**src/rtl/idx_addr_unit.sv**
```systemverilog
module idx_addr_unit #(
  parameter int AW = 16,
  parameter int NREG = 8,
  parameter int SP_SEL = NREG - 1,
  localparam int SW = $clog2(NREG)
) (
  input  logic          clk,
  input  logic          rst_n,
  input  logic          valid,
  input  logic [2:0]    op,
  input  logic [SW-1:0] sel_a,
  input  logic [SW-1:0] sel_b,
  input  logic [1:0]    scale,
  input  logic          sub,
  input  logic [AW-1:0] disp,
  input  logic [AW-1:0] imm,
  output logic          out_valid,
  output logic [AW-1:0] ea,
  output logic          br_taken,
  output logic [AW-1:0] rd_data
);
  localparam logic [2:0] OP_ADD  = 3'd1;
  localparam logic [2:0] OP_OR   = 3'd2;
  localparam logic [2:0] OP_SCL  = 3'd3;
  localparam logic [2:0] OP_LOAD = 3'd4;
  localparam logic [2:0] OP_LOOP = 3'd5;

  logic [AW-1:0] xr [NREG];
  logic [AW-1:0] va, vb, term, ea_n;

  assign va = (sel_a == '0) ? '0 : xr[sel_a];
  assign vb = (sel_b == '0) ? '0 : xr[sel_b];

  always_comb begin
    case (op)
      OP_ADD:  term = va + vb;
      OP_OR:   term = va | vb;
      OP_SCL:  term = va + ((sel_b == SW'(SP_SEL)) ? '0 : (vb << scale));
      default: term = '0;
    endcase
    ea_n = sub && (op == OP_ADD || op == OP_OR || op == OP_SCL) ? disp - term : disp + term;
  end

  wire take = valid && op == OP_LOOP && va != '0;

  always_ff @(posedge clk) begin
    if (!rst_n) begin
      for (int i = 0; i < NREG; i++) xr[i] <= '0;
      out_valid <= 1'b0;
      br_taken  <= 1'b0;
      ea        <= '0;
      rd_data   <= '0;
    end else begin
      out_valid <= valid;
      br_taken  <= take;
      if (valid) begin
        ea      <= ea_n;
        rd_data <= va;
        if (op == OP_LOAD && sel_a != '0) xr[sel_a] <= imm;
        if (take) xr[sel_a] <= va - imm;
      end
    end
  end
endmodule


```
**config.mk**
```make
export PLATFORM = sky130hd
export DESIGN_NAME = idx_addr_unit
export DESIGN_NICKNAME = d
export VERILOG_FILES = /design/src/rtl/idx_addr_unit.sv
export SDC_FILE = /design/constraint.sdc
export NUM_CORES = 1
export LEC_CHECK = 0
export BUFFER_PORTS_ARGS = -buffer_cell sky130_fd_sc_hd__buf_2
export CAP_MARGIN = 10
export CORE_ASPECT_RATIO = 0.7
export CORE_MARGIN = 10
export CORE_UTILIZATION = 66
export DETAILED_ROUTE_END_ITERATION = 8
export PLACE_DENSITY = 0.86
export SLEW_MARGIN = 20
export SYNTH_ARGS = -nofsm -noshare
export SYNTH_HDL_FRONTEND = slang
export SYNTH_SLANG_ARGS = --single-unit
```
**constraint.sdc**
```tcl
create_clock -name clk -period 16.9 [get_ports clk]
set_input_delay 2.535 -clock clk [delete_from_list [all_inputs] [get_ports clk]]
set_output_delay 2.535 -clock clk [all_outputs]
set_load 0.005 [all_outputs]
```
==> metrics.txt <==
total half-perimeter wirelength after legalization and detailed placement 24300 um; WL final 35200 um; Yosys warning total 0; ratio of cells with drive above 1 in the final layout 0.171; mean routed wirelength per cell 24.9 um; kind of start point of the critical path input pin; top-area cell type share of the netlist area 0.318; Synth Register Bits 148; worst relative slew slack 0.188; slowest stage cell, crit path sky130_fd_sc_hd__nor2b_1; Post-CTS Setup Repair Bufs 0; horizontal die dimension 173 um; maximum cell stage delay along the critical path 0.66 ns; share of synthesized registers carrying an async set or reset 0; path category of the worst min-delay check flop to flop; top cells by instance count after synthesis sky130_fd_sc_hd__nor2_1 (200), sky130_fd_sc_hd__edfxtp_1 (114), sky130_fd_sc_hd__mux2i_1 (73); Die H 127 um; post-synthesis instance area 0.0108 mm2; power after layout 1190 uW; Reg clk slew, reported paths 0.07 ns; First DRT Iteration DRCs 1969; count of different cell masters after synthesis 84; Remaining Overflow, GRT 0; RSZ-0062 raised after global routing no; number of hold violations in the final report 0; Synth Flop Type sky130_fd_sc_hd__edfxtp_1; Setup-failing EPs final 0; count of nets left with antenna violations after detail routing 0; leading cell type by number of instances after synthesis sky130_fd_sc_hd__nor2_1; CP Data Arrival Time 9.55 ns; min Tclk post-route 9.23 ns; number of nets in the finished design 1272; post-route DRC violation count 0; Leak Pwr 0.00493 uW; leading area contributor after synthesis sky130_fd_sc_hd__edfxtp_1; critical path class input pin to flop; gate count after technology mapping 1118; Critical Path End Type flop; via density per instance 7.03; PwrDens 101 mW/mm2; level count of the clock H-tree 4; final-report max-slew violation count 0; clk_skew 0.0109 ns; count of buffers from port buffering 80; placer's final routability congestion estimate 0.986; EDFF count, synth 114; via count of the first global-routing pass 9448; wire length of the first global-routing pass 52900 um; proportion of synthesized chip area in sequential cells 0.381; required time of the worst setup path 17.22 ns; Initial Util 0.684; Inserted Clock Buffers 17; clk root buf sky130_fd_sc_hd__clkbuf_16; drt pass-1 iters 9; Worst Max-Slew Pin Slew 1.22 ns; global routing usage summed across all routing layers 0.306; number of primary I/O pins 81; total negative setup slack 0 ns; TritonCTS sink count 148; cell row count 38; max cap viols 0; number of buffers on the longest clock path 2; area of the core 0.0157 mm2; DR vias 9916; maximum fanout along the worst path 50; post-cts gate resize count 0; antenna violations before repair 1; CTS Hold Buffers Added 0; Die Area 0.0219 mm2; family of cells with the greatest summed delay on the critical path compound AO/OA/AOI/OAI gates; CP bufs+invs 3; pin count of the biggest net entering global routing 51; largest cells by area after synthesis sky130_fd_sc_hd__edfxtp_1 (32%), sky130_fd_sc_hd__nor2_1 (7.0%), sky130_fd_sc_hd__mux2i_1 (6.8%); Layout Area Growth over Synthesis 9.98%; result of the run finished clean; fmax 0.108 GHz; Post-Synthesis Mean Instance Area 9.63 um2; portion of the clock cycle consumed by the worst path in the final layout 0.546; highest ir drop seen on vdd 0.0650 mV; clock network latency to the later pin of the worst-skew pair 0.44 ns; TritonCTS clock tree yes
metrics by stage:
stage	std cells	cell area [um2]	hold slack, ns	util	worst slack [ns]
final	1411	11800	0.469	0.753	7.67
after global routing	1408	11800	0.501	0.752	7.38
after CTS	1408	11800	0.470	0.752	7.92
after detailed placement	1376	11300	0.459	0.715	7.59
after global placement	1376	11300	0.454	0.715	8.10
after floorplan	1119	10800	0.462	-	9.18
sequential cells by signal, summed over array words and instances (netlist names):
register	cells
rd_data	16
br_taken	1
xr	114
out_valid	1
ea	16
tightest hold or removal path, cell delays in order (launching register included):
cell and delay [ns]:
sky130_fd_sc_hd__dfxtp_1 0.31, sky130_fd_sc_hd__nand2b_1 0.06, sky130_fd_sc_hd__a21oi_1 0.05
metal layers:
layer / wire [um] / GRT usage
met5: 0 / 0
met4: 1290 / 0.137
met3: 5710 / 0.107
met2: 14400 / 0.435
met1: 13800 / 0.414
cells by family (layout without fill, tap and decap cells):
family,count (synthesis),after routing,share of synthesized area
buffers and inverters,106,175,0.0454
other,1,5,0.000348
flip-flops,148,148,0.381
multiplexers,125,125,0.141
AND/OR/NAND/NOR,383,383,0.165
XOR/XNOR,35,35,0.0285
AO/OA/AOI/OAI,270,270,0.179
adder cells (fa/ha/maj),50,50,0.0602
layout by cell type, fill, tap and decap left out, drive strengths merged, types with 10 or more instances in the layout:
cell and n:
ha 47, mux2 34, xor2 17, a211oi 13, nor2 200, nand2 60
buf 96, and2 10, a21oi 42, o211ai 10, mux2i 73, xnor2 18
edfxtp 114, a22o 14, clkbuf 20, a21o 16, nor3 30, o21ai 58
mux4 18, nand3 13, a221oi 29, inv 53, nor2b 16, dfxtp 34
layout make-up:
type,count,area (um2)
antenna,3,7.51
clock buffer,20,489
clock inverter,12,88.8
fill,1082,3890
inverter,47,176
multi-input combinational,865,6180
sequential,148,4100
tap,220,275
timing repair buffer,96,520
final timing paths:
check        slack, ns     end  depth (start not counted)     start
max               7.67  ea[15]                         25  sel_b[1]
min               0.47   ea[3]                          2     ea[3]
max reg2reg      10.68  ea[15]                         23  xr[1][1]
min reg2reg       0.47   ea[3]                          2     ea[3]
where the power goes:
group          internal [uW]  total [uW]  switching [uW]
Combinational            151         382             231
Clock                    212         380             168
Sequential               416         430            13.6
Note: power is estimated with default switching activity, not from simulation.
